===== src/rtl/i2cm_pkg.sv =====
package i2cm_pkg;

    localparam int REG_W = 8;

    typedef enum logic [2:0] {
        ST_IDLE,
        ST_START,
        ST_BIT,
        ST_ACK,
        ST_HOLD,
        ST_STOP
    } eng_state_t;

    // register offsets (byte addresses)
    localparam logic [3:0] OFS_CTRL = 4'h0;
    localparam logic [3:0] OFS_STAT = 4'h4;
    localparam logic [3:0] OFS_OWN  = 4'h8;
    localparam logic [3:0] OFS_DATA = 4'hC;

    // control bit positions
    localparam int C_ACKEN = 7;
    localparam int C_PRE   = 6;
    localparam int C_IEN   = 5;
    localparam int C_PEND  = 4;

    // status bit positions
    localparam int S_MASTER = 7;
    localparam int S_TX     = 6;
    localparam int S_STRT   = 5;
    localparam int S_EN     = 4;
    localparam int S_NACK   = 0;

endpackage


===== src/rtl/i2cm_sync.sv =====
module i2cm_sync #(
    parameter int STAGES = 2
) (
    input  logic clk,
    input  logic rst_n,
    input  logic d,
    output logic q
);
    logic [STAGES-1:0] r;

    always_ff @(posedge clk or negedge rst_n) begin
        if (!rst_n) r[0] <= 1'b1;
        else        r[0] <= d;
    end

    for (genvar i = 1; i < STAGES; i++) begin : g_stage
        always_ff @(posedge clk or negedge rst_n) begin
            if (!rst_n) r[i] <= 1'b1;
            else        r[i] <= r[i-1];
        end
    end

    assign q = r[STAGES-1];
endmodule


===== src/rtl/i2cm_clkgen.sv =====
module i2cm_clkgen #(
    parameter int PRE_LO = 16,
    parameter int PRE_HI = 512,
    parameter int DIV_W  = 4
) (
    input  logic             clk,
    input  logic             rst_n,
    input  logic             pre_hi,
    input  logic [DIV_W-1:0] div,
    output logic             qt
);
    localparam int Q_LO = PRE_LO / 4;
    localparam int Q_HI = PRE_HI / 4;
    localparam int CW   = (Q_HI > 1) ? $clog2(Q_HI) : 1;

    logic [CW-1:0]    c1;
    logic [CW-1:0]    lim;
    logic [DIV_W-1:0] c2;
    logic             t1;

    assign lim = pre_hi ? CW'(Q_HI - 1) : CW'(Q_LO - 1);
    assign t1  = (c1 >= lim);
    assign qt  = t1 && (c2 >= div);

    always_ff @(posedge clk or negedge rst_n) begin
        if (!rst_n) begin
            c1 <= '0;
            c2 <= '0;
        end else begin
            c1 <= t1 ? '0 : c1 + 1'b1;
            if (t1) c2 <= (c2 >= div) ? '0 : c2 + 1'b1;
        end
    end
endmodule


===== src/rtl/i2cm_regs.sv =====
module i2cm_regs
    import i2cm_pkg::*;
#(
    parameter int ADDR_W = 4,
    parameter int DIV_W  = 4
) (
    input  logic              clk,
    input  logic              rst_n,
    input  logic              sel,
    input  logic              wr,
    input  logic [ADDR_W-1:0] addr,
    input  logic [REG_W-1:0]  wdata,
    output logic [REG_W-1:0]  rdata,
    output logic              ready,
    input  logic              busy,
    input  logic              take,
    input  logic              done,
    input  logic              rx_valid,
    input  logic [REG_W-1:0]  rx_byte,
    input  logic              nack_valid,
    input  logic              nack_val,
    output logic              ack_en,
    output logic              pre_hi,
    output logic              ien,
    output logic              pend,
    output logic [DIV_W-1:0]  div,
    output logic              mode_tx,
    output logic              start_cmd,
    output logic              stop_cmd,
    output logic [REG_W-1:0]  data_q
);
    logic [1:0]       mode;
    logic             txen;
    logic             nack;
    logic [REG_W-1:0] own_q;
    logic             acc, wr_en;
    logic [REG_W-1:0] rd_mux;

    assign acc     = sel && !ready;
    assign wr_en   = acc && wr;
    assign mode_tx = mode[0];

    always_comb begin
        rd_mux = '0;
        case (addr)
            ADDR_W'(OFS_CTRL): begin
                rd_mux[C_ACKEN] = ack_en;
                rd_mux[C_PRE]   = pre_hi;
                rd_mux[C_IEN]   = ien;
                rd_mux[C_PEND]  = pend;
                rd_mux[DIV_W-1:0] = div;
            end
            ADDR_W'(OFS_STAT): begin
                rd_mux[S_MASTER:S_TX] = mode;
                rd_mux[S_STRT]        = busy;
                rd_mux[S_EN]          = txen;
                rd_mux[S_NACK]        = nack;
            end
            ADDR_W'(OFS_OWN):  rd_mux = own_q;
            ADDR_W'(OFS_DATA): rd_mux = data_q;
            default:           rd_mux = '0;
        endcase
    end

    always_ff @(posedge clk or negedge rst_n) begin
        if (!rst_n) begin
            ready     <= 1'b0;
            rdata     <= '0;
            ack_en    <= 1'b0;
            pre_hi    <= 1'b0;
            ien       <= 1'b0;
            pend      <= 1'b0;
            div       <= '0;
            mode      <= 2'b00;
            txen      <= 1'b0;
            nack      <= 1'b0;
            own_q     <= '0;
            data_q    <= '0;
            start_cmd <= 1'b0;
            stop_cmd  <= 1'b0;
        end else begin
            ready <= acc;
            if (acc) rdata <= rd_mux;

            // control register
            if (wr_en && addr == ADDR_W'(OFS_CTRL)) begin
                ack_en <= wdata[C_ACKEN];
                pre_hi <= wdata[C_PRE];
                ien    <= wdata[C_IEN];
                div    <= wdata[DIV_W-1:0];
                if (!wdata[C_PEND]) pend <= 1'b0;
            end
            if (done) pend <= 1'b1;

            // command requests: engine take clears, a new write sets
            if (take) begin
                start_cmd <= 1'b0;
                stop_cmd  <= 1'b0;
            end
            if (wr_en && addr == ADDR_W'(OFS_STAT)) begin
                mode <= wdata[S_MASTER:S_TX];
                txen <= wdata[S_EN];
                if (wdata[S_MASTER] && wdata[S_EN]) begin
                    if (wdata[S_STRT]) begin
                        start_cmd <= 1'b1;
                        stop_cmd  <= 1'b0;
                    end else if (busy) begin
                        stop_cmd  <= 1'b1;
                        start_cmd <= 1'b0;
                    end
                end
            end

            if (nack_valid) nack <= nack_val;

            if (wr_en && addr == ADDR_W'(OFS_OWN)) own_q <= wdata;

            if (wr_en && addr == ADDR_W'(OFS_DATA)) data_q <= wdata;
            if (rx_valid) data_q <= rx_byte;
        end
    end
endmodule


===== src/rtl/i2cm_engine.sv =====
module i2cm_engine
    import i2cm_pkg::*;
(
    input  logic             clk,
    input  logic             rst_n,
    input  logic             qt,
    input  logic             start_cmd,
    input  logic             stop_cmd,
    input  logic             pend,
    input  logic             mode_tx,
    input  logic             ack_en,
    input  logic [REG_W-1:0] data_in,
    input  logic             sda_s,
    output eng_state_t       state,
    output logic             busy,
    output logic             take,
    output logic             done,
    output logic             rx_valid,
    output logic [REG_W-1:0] rx_byte,
    output logic             nack_valid,
    output logic             nack_val,
    output logic             scl_oe,
    output logic             sda_oe
);
    logic [1:0]       ph;
    logic [2:0]       bitn;
    logic [REG_W-1:0] shreg;
    logic             drv_lo;
    logic             rx;
    logic             first;
    logic             rep;

    // state register and datapath
    always_ff @(posedge clk or negedge rst_n) begin
        if (!rst_n) begin
            state  <= ST_IDLE;
            ph     <= 2'd0;
            bitn   <= 3'd0;
            shreg  <= '0;
            drv_lo <= 1'b0;
            rx     <= 1'b0;
            first  <= 1'b0;
            rep    <= 1'b0;
        end else begin
            unique case (state)
                ST_IDLE: begin
                    if (start_cmd) begin
                        state <= ST_START;
                        ph    <= 2'd0;
                        rep   <= 1'b0;
                    end
                end
                ST_START: begin
                    if (qt) begin
                        if (ph == 2'd3) begin
                            state  <= ST_BIT;
                            bitn   <= 3'd0;
                            shreg  <= data_in;
                            drv_lo <= 1'b1;
                            rx     <= 1'b0;
                            first  <= 1'b1;
                        end
                        ph <= ph + 2'd1;
                    end
                end
                ST_BIT: begin
                    if (qt) begin
                        ph <= ph + 2'd1;
                        if (ph == 2'd0) drv_lo <= rx ? 1'b0 : ~shreg[REG_W-1];
                        if (ph == 2'd2) shreg <= {shreg[REG_W-2:0], sda_s};
                        if (ph == 2'd3) begin
                            if (bitn == 3'd7) state <= ST_ACK;
                            bitn <= bitn + 3'd1;
                        end
                    end
                end
                ST_ACK: begin
                    if (qt) begin
                        ph <= ph + 2'd1;
                        if (ph == 2'd0) drv_lo <= rx && ack_en;
                        if (ph == 2'd3) begin
                            state <= ST_HOLD;
                            if (first) begin
                                rx    <= ~mode_tx;
                                first <= 1'b0;
                            end
                        end
                    end
                end
                ST_HOLD: begin
                    if (!pend) begin
                        ph <= 2'd0;
                        if (start_cmd) begin
                            state <= ST_START;
                            rep   <= 1'b1;
                        end else if (stop_cmd) begin
                            state <= ST_STOP;
                        end else begin
                            state <= ST_BIT;
                            bitn  <= 3'd0;
                            if (!rx) shreg <= data_in;
                        end
                    end
                end
                ST_STOP: begin
                    if (qt) begin
                        if (ph == 2'd3) begin
                            state  <= ST_IDLE;
                            drv_lo <= 1'b0;
                        end
                        ph <= ph + 2'd1;
                    end
                end
                default: state <= ST_IDLE;
            endcase
        end
    end

    assign busy    = (state != ST_IDLE);
    assign rx_byte = shreg;

    // outputs
    always_comb begin
        scl_oe     = 1'b0;
        sda_oe     = 1'b0;
        take       = 1'b0;
        done       = 1'b0;
        rx_valid   = 1'b0;
        nack_valid = 1'b0;
        nack_val   = sda_s;
        unique case (state)
            ST_IDLE: begin
                take = start_cmd;
            end
            ST_START: begin
                scl_oe = (ph == 2'd0) ? rep : 1'b0;
                sda_oe = ph[1];
            end
            ST_BIT: begin
                scl_oe = ~ph[1];
                sda_oe = drv_lo;
            end
            ST_ACK: begin
                scl_oe     = ~ph[1];
                sda_oe     = drv_lo;
                nack_valid = qt && (ph == 2'd2) && !rx;
                done       = qt && (ph == 2'd3);
                rx_valid   = qt && (ph == 2'd3) && rx;
            end
            ST_HOLD: begin
                scl_oe = 1'b1;
                sda_oe = drv_lo;
                take   = !pend && (start_cmd || stop_cmd);
            end
            ST_STOP: begin
                scl_oe = ~ph[1];
                sda_oe = (ph != 2'd3);
            end
            default: begin
                scl_oe = 1'b0;
                sda_oe = 1'b0;
            end
        endcase
    end
endmodule


===== src/rtl/i2c_byte_master.sv =====
module i2c_byte_master
    import i2cm_pkg::*;
#(
    parameter int ADDR_W      = 4,
    parameter int DIV_W       = 4,
    parameter int PRE_LO      = 16,
    parameter int PRE_HI      = 512,
    parameter int SYNC_STAGES = 2
) (
    input  logic              clk,
    input  logic              rst_n,
    input  logic              sel,
    input  logic              wr,
    input  logic [ADDR_W-1:0] addr,
    input  logic [7:0]        wdata,
    output logic [7:0]        rdata,
    output logic              ready,
    output logic              irq,
    output logic              scl_oe,
    output logic              sda_oe,
    input  logic              sda_in
);
    logic             qt, sda_s;
    logic             ack_en, pre_hi, ien, pend, mode_tx;
    logic [DIV_W-1:0] div;
    logic             start_cmd, stop_cmd;
    logic [REG_W-1:0] data_q, rx_byte;
    logic             busy, take, done, rx_valid, nack_valid, nack_val;
    eng_state_t       eng_state;
    logic             in_start, in_stop;

    i2cm_sync #(.STAGES(SYNC_STAGES)) u_sync (
        .clk(clk), .rst_n(rst_n), .d(sda_in), .q(sda_s)
    );

    i2cm_clkgen #(.PRE_LO(PRE_LO), .PRE_HI(PRE_HI), .DIV_W(DIV_W)) u_clk (
        .clk(clk), .rst_n(rst_n), .pre_hi(pre_hi), .div(div), .qt(qt)
    );

    i2cm_regs #(.ADDR_W(ADDR_W), .DIV_W(DIV_W)) u_regs (
        .clk(clk), .rst_n(rst_n), .sel(sel), .wr(wr), .addr(addr),
        .wdata(wdata), .rdata(rdata), .ready(ready), .busy(busy),
        .take(take), .done(done), .rx_valid(rx_valid), .rx_byte(rx_byte),
        .nack_valid(nack_valid), .nack_val(nack_val), .ack_en(ack_en),
        .pre_hi(pre_hi), .ien(ien), .pend(pend), .div(div),
        .mode_tx(mode_tx), .start_cmd(start_cmd), .stop_cmd(stop_cmd),
        .data_q(data_q)
    );

    i2cm_engine u_eng (
        .clk(clk), .rst_n(rst_n), .qt(qt), .start_cmd(start_cmd),
        .stop_cmd(stop_cmd), .pend(pend), .mode_tx(mode_tx),
        .ack_en(ack_en), .data_in(data_q), .sda_s(sda_s),
        .state(eng_state), .busy(busy), .take(take), .done(done),
        .rx_valid(rx_valid), .rx_byte(rx_byte), .nack_valid(nack_valid),
        .nack_val(nack_val), .scl_oe(scl_oe), .sda_oe(sda_oe)
    );

    assign irq      = pend && ien;
    assign in_start = (eng_state == ST_START);
    assign in_stop  = (eng_state == ST_STOP);
endmodule


===== config.mk =====
export PLATFORM = sky130hd
export DESIGN_NAME = i2c_byte_master
export DESIGN_NICKNAME = d
export VERILOG_FILES = /design/src/rtl/i2cm_pkg.sv /design/src/rtl/i2cm_sync.sv /design/src/rtl/i2cm_clkgen.sv /design/src/rtl/i2cm_regs.sv /design/src/rtl/i2cm_engine.sv /design/src/rtl/i2c_byte_master.sv
export SDC_FILE = /design/constraint.sdc
export NUM_CORES = 1
export LEC_CHECK = 0
export BUFFER_PORTS_ARGS = -buffer_cell sky130_fd_sc_hd__buf_2
export CELL_PAD_IN_SITES_DETAIL_PLACEMENT = 0
export CELL_PAD_IN_SITES_GLOBAL_PLACEMENT = 1
export CORE_UTILIZATION = 35
export CTS_BUF_LIST = sky130_fd_sc_hd__clkbuf_4
export DETAILED_ROUTE_END_ITERATION = 7
export PLACE_DENSITY_LB_ADDON = 0.1
export SYNTH_ARGS = -nofsm -noshare
export SYNTH_HDL_FRONTEND = slang
export SYNTH_SLANG_ARGS = --single-unit
export TNS_END_PERCENT = 50

===== constraint.sdc =====
create_clock -name clk -period 3.3 [get_ports clk]
set_input_delay 0.495 -clock clk [delete_from_list [all_inputs] [get_ports clk]]
set_output_delay 0.495 -clock clk [all_outputs]
set_load 0.03 [all_outputs]

---- Yosys cells after proc, flatten, opt, wreduce, memory -nomap -nowiden ----
Cells that the tools add are included.
word-level totals
  bits in writable memories ............... 0
  output and inout port bits .............. 12
  word-level logic and storage cells ...... 190
  memory bits (read-only) ................. 0
  flip-flop bits (word level) ............. 72
  bits in latches ......................... 0
  memories ................................ 0
operators by class
  shift-type cells ........................ 0
  multipliers ............................. 0
  bitwise operators ....................... 3
  add/sub/neg operators ................... 4
  divide/modulo/power cells ............... 0
  reductions and logical operators ........ 42
  mux-type cells .......................... 80
  $lt $le $gt $ge ......................... 2
  equality and inequality tests ........... 33
operators by type and width
  cell                                                    number
  2-to-1 mux 8 bit                                        10
  2-to-1 mux 3 bit                                        18
  2-to-1 mux 1 bit                                        32
  inequality test 2 x 1 -> 1 bit (second input constant)  15
  one-hot mux 8 bit (3 select lines)                      1
  one-hot mux 3 bit (3 select lines)                      2
  one-hot mux 3 bit (6 select lines)                      1
  AND reduction 9 bit                                     2
  one-hot mux 4 bit (4 select lines)                      1
  logical AND 1 bit                                       15
  2-to-1 mux 7 bit                                        2
  inequality test 2 bit (second input constant)           7
  AND reduction 11 bit                                    1
  == test 3 bit (second input constant)                   3
  nonzero test 3 bit                                      3
  == test 4 bit (second input constant)                   2
  one-hot mux 1 bit (2 select lines)                      4
  one-hot mux 1 bit (4 select lines)                      2
  AND reduction 4 bit                                     2
  AND reduction 8 bit                                     1
  nonzero test 2 bit                                      4
  adder 7 x 1 -> 7 bit (second input constant)            1
  greater-or-equal comparator 7 bit                       1
  == test 3 x 2 -> 1 bit (second input constant)          2
  23 further kinds                                        32

---- Logic depth before layout (Yosys ltp) ----
  word-level depth ........................ 8
  depth in mapped cells ................... 9
  mapped depth without buffers ............ 8

---- By module ----
Synthesis repeated with hierarchy kept, for this count alone.
unflattened totals
  cells, all modules ...................... 357
  area, all modules ....................... 4,011.3 um^2
modules (own cells, without submodules)
  module           cells an instance  times used  sequential area each (um^2)  area each (um^2)
  i2cm_regs        142                1           975.9                        1,823.0
  i2cm_engine      134                1           500.5                        1,390.1
  i2cm_clkgen      78                 1           275.3                        739.5
  i2cm_sync        2                  1           52.6                         52.6
  i2c_byte_master  1                  1           0.0                          6.3

---- Least setup slack after synthesis ----
OpenSTA, ideal clock, no wires.
  path kind ............................... flip-flop to flip-flop
  start point ............................. register u_clk.c2[0]
  end point ............................... register u_eng.shreg[0], in the netlist u_eng.rx_byte[0]
  path slack .............................. 1.117 ns
  data required time ...................... 3.175 ns
  stages on the path, launching flop included .. 10
  arrival ................................. 2.058 ns
  path buffers ............................ 1
  cell sequence ........................... dfrtp_1 > inv_1 > ha_1 > nand2b_4 > a2111o_1 > o211ai_2 > o22ai_1 > and2_1 > buf_6 > mux2_4
between the ends
  word-level cells in the longest chain between the ends .. 4
RTL lines
  what                                      RTL line            RTL
  start, declared                           i2cm_clkgen.sv:18   logic [DIV_W-1:0] c2;
  start signal, assigned                    i2cm_clkgen.sv:31   if (t1) c2 <= (c2 >= div) ? '0 : c2 + 1'b1;
  greater-or-equal comparator 4 bit (*)     i2cm_clkgen.sv:23   assign qt = t1 && (c2 >= div);
  logical AND 1 bit (*)                     i2cm_clkgen.sv:23
  inequality test 2 x 1 -> 1 bit (no line)  n/a
  AND reduction 9 bit (no line) (*)         n/a
  end signal, assigned                      i2cm_engine.sv:58   shreg <= data_in;
  end signal, assigned                      i2cm_engine.sv:70   if (ph == 2'd2) shreg <= {shreg[REG_W-2:0], sda_s};
  end signal, assigned                      i2cm_engine.sv:101  if (!rx) shreg <= data_in;
  end, declared                             i2cm_engine.sv:27   logic [REG_W-1:0] shreg;
Every way passes the cells marked *; elsewhere a longest branch is shown, timed or not.
A chain may end at the register's enable or synchronous reset.

---- Worst setup path after layout ----
  start point ............................. register u_regs.pre_hi
  end point ............................... register u_eng.shreg[7], in the netlist u_eng.rx_byte[7]
between the ends
  word-level cells in the longest chain between the ends .. 5
RTL lines
  what                                      RTL line           RTL
  start, declared                           i2cm_regs.sv:23    output logic pre_hi,
  start signal, assigned                    i2cm_regs.sv:88    pre_hi <= wdata[C_PRE];
  2-to-1 mux 7 bit (*)                      i2cm_clkgen.sv:21  assign lim = pre_hi ? CW'(Q_HI - 1) : CW'(Q_LO - 1);
  greater-or-equal comparator 7 bit (*)     i2cm_clkgen.sv:22  assign t1 = (c1 >= lim);
  logical AND 1 bit (*)                     i2cm_clkgen.sv:23
  inequality test 2 x 1 -> 1 bit (no line)  n/a
  AND reduction 9 bit (no line) (*)         n/a
Marked as above.

==> implementation parameters <==
Parameter                              Value

Min path
  Worst min-delay path class    primary input to flop

Critical path
  CP startpoint kind    flop
  Data required time at the worst endpoint    3.61 ns
  Slack of the worst reg-to-reg path    0.71 ns
  CP top delay family    compound AO/OA/AOI/OAI gates
  Type of the worst setup path    flop to flop
  Count of buffer and inverter cells on the critical path    1
  Highest cell delay on the worst timing path    0.50 ns
  Arrival time at the worst endpoint    2.90 ns
  Cell with the largest stage delay on the worst path    sky130_fd_sc_hd__and2_1
  CP max FO    8
  Sort of element at the end of the critical path    flop
  Crit path cell chain    inv_1, ha_1, o2111ai_1, a21oi_1, o211ai_2, o22ai_1, and2_1, mux2_4

STA
  Setup repair after global routing missed its margin    false
  Slew Limit Headroom    0.379
  Final Setup Violations    0
  Period utilisation layout    0.783
  Setup slack of the critical path after layout    0.715 ns
  Worst slew pin tran    0.931 ns
  Setup total negative slack    0 ns
  Worst clock skew    0.0132 ns
  Maximum operating frequency    387 MHz
  Fin. max-slew vios    0
  Hold slack    0.165 ns
  Number of failing hold endpoints at the final stage    0
  Min Tclk post-route    2.59 ns

Logic synthesis
  Synth top area share    0.453
  Post-Syn Instances    367
  Synth unique cells    56
  Share of the yosys chip area belonging to registers    0.466
  Cell type with the highest aggregate area in the netlist    sky130_fd_sc_hd__dfrtp_1
  Number of enable-type register cells in the synthesized netlist    0
  Cell area after synthesis    3870 µm²
  Primary flip-flop cell chosen by synthesis mapping    sky130_fd_sc_hd__dfrtp_1
  Fraction of synthesis flops using an asynchronous set or reset pin    1.00
  Cell types occupying the most area after synthesis    sky130_fd_sc_hd__dfrtp_1 (45%), sky130_fd_sc_hd__mux2_2 (7.3%), sky130_fd_sc_hd__ha_1 (5.2%)
  Warning count from the yosys run    0
  Most frequent cells after synthesis    sky130_fd_sc_hd__dfrtp_1 (70), sky130_fd_sc_hd__nand2_1 (41), sky130_fd_sc_hd__nor2_1 (31), sky130_fd_sc_hd__o21ai_0 (26), sky130_fd_sc_hd__mux2_2 (25)
  Post-synthesis area per instance    10.5 µm²
  Count leader, synth    sky130_fd_sc_hd__dfrtp_1
  Post-synthesis net count    400
  Seq cells post-synth    72

CTS
  Clock latency reported for the late side of the worst-skew pair    0.43 ns
  Post-CTS Setup Repair Bufs    0
  Cts bufs inserted    9
  H-tree Lvls    3
  Longest Clk Path Bufs    2
  Number of cells upsized or downsized after cts    0
  Worst-path clk slew    0.11 ns
  Clock sink count    72
  CTS tree    yes
  Clock Root Buffer    sky130_fd_sc_hd__clkbuf_4
  CTS Hold Bufs    0

Global route
  Wire length of the first global-routing pass    15.2 mm
  Number of global-route vias before repair    2763
  Gr usage total    0.176
  Total congestion overflow after global routing    0
  Number of antenna violations at the first check in global routing    1
  Largest net degree at the start of global routing    73

Power and ir drop
  Switching pwr    0.752 mW
  Total power per unit cell area    559 nW/µm²
  Part of the power in registers    0.474
  Proportion of power drawn by combinational gates    0.233
  Maximum VDD drop    251 µV
  Leakage power figure    2.03 nW
  Pint    1.65 mW
  Sw frac    0.313
  Clock network power share    0.294
  Sum of internal, switching and leakage power    2.40 mW

Detailed routing
  Via count normalized by instance count    5.19
  Length of the first detailed-routing pass in iterations    5
  Initial drt markers    158
  Mean routed wirelength per cell    17.0 µm
  Total detailed-routing wirelength    9.16 mm
  Residual antenna-violating net count after detailed routing    0
  Remaining routing DRC violations    0
  Via count    2794

Finish
  Sequential cell area in the final layout    1800 µm²
  Fill cells    1045
  End-of-flow core utilization    0.399
  Final instance area    4300 µm²
  Ratio of cells with drive above 1 in the final layout    0.244
  Area growth from synthesis to final layout    11.2%
  Combined area of the multi-input logic cells    1920 µm²
  Post-layout instance count excluding filler cells    538
  Nets    427
  Count of antenna diodes in the layout    0

Outcome
  Status    finished clean

Placed design
  HPWL Detailed    6.61 mm
  Worst slack at placement    0.709 ns
  Count of placed standard cells including taps    523
  Number of I/O port buffers    28
  Area post-placement    4130 µm²
  Placer Congestion    0.754

Die
  Number of top-level pins    29
  Core box area    10800 µm²
  Horizontal die dimension    107 µm
  Die Outline Area    11500 µm²
  Std-Cell Rows    38
  Effective utilization at floorplan    0.359
  Die Height    107 µm

Run
  Count of maximum capacitance violations    0
## cell type report
class	count	area share
Tap cell	140	0.0407
Clock inverter	6	0.0253
Timing Repair Buffer	32	0.0401
Clock buffer	9	0.0157
Sequential cell	72	0.419
Inverter	14	0.0122
Multi-Input combinational cell	265	0.446
## sequential cells by signal, summed over array words and instances, names as in the netlist, 2 cells and up
register	flops
u_clk.c1	7
u_clk.c2	4
u_eng.bitn	3
u_eng.ph	2
u_eng.rx_byte	8
u_eng.state	3
u_regs.data_q	8
u_regs.div	4
u_regs.mode	2
u_regs.own_q	8
u_regs.rdata	8
## worst paths after layout
kind | from | end | cells past startpoint
worst max-delay path | u_regs.pre_hi$_DFFE_PN0P_ | u_eng.rx_byte[7]$_DFFE_PN0P_ | 8
worst min-delay path | sda_in | u_sync.r[0]$_DFF_PN1_ | 1
worst max register to register | u_regs.pre_hi$_DFFE_PN0P_ | u_eng.rx_byte[7]$_DFFE_PN0P_ | 8
worst min register to register | u_sync.r[0]$_DFF_PN1_ | u_sync.q$_DFF_PN1_ | 0
max in group asynchronous | rst_n | u_clk.c2[3]$_DFFE_PN0N_ | 1
min in group asynchronous | rst_n | u_eng.state[2]$_DFFE_PN0P_ | 1
## placed cells by master (no fill, tap or decap), drive strengths merged, types with 9 or more instances in the layout
master  instances
o21ai          26
nor2           31
clkbuf          9
dfrtp          70
ha             16
nand3          11
mux2           33
a21oi          23
nand2          41
buf            32
inv            14
mux2i          13
## power by group through the flow
stage / logic (mW) / clock network [mW] / registers, mW
global placement: 0.556 / 0 / 1.16
global route: 0.649 / 0.769 / 1.16
finish: 0.559 / 0.707 / 1.14
floorplan: 0.410 / 0 / 1.14
CTS: 0.577 / 0.732 / 1.14
detailed placement: 0.572 / 0 / 1.16
## worst reg2reg max path: cells and delay by family, from the launching register on
| family | cells | cell delay [ns] |
|---|---|---|
| and+or+nand+nor | 1 | 0.50 |
| muxes | 1 | 0.35 |
| DFF | 1 | 0.36 |
| buffers and inverters | 1 | 0.11 |
| AOI/OAI and AO/OA | 4 | 0.83 |
| adders and majority gates | 1 | 0.33 |
## kinds of logic after synthesis
group                    Yosys count  synth area share
AND/OR/NAND/NOR                  113             0.141
AO/OA/AOI/OAI                     81             0.131
flip-flops                        72             0.466
multiplexers                      50             0.161
buffers and inverters             30            0.0375
adder cells (fa/ha/maj)           16            0.0517
XOR/XNOR                           5            0.0113
## layer usage
metal	track usage	wire length, µm	up-vias
met5	0	17	-
met4	0.0646	154	2
met3	0.0334	482	13
met2	0.259	3930	63
met1	0.256	4570	1353
li1	-	-	1363
No activity file was read; power rests on OpenSTA's default activity.
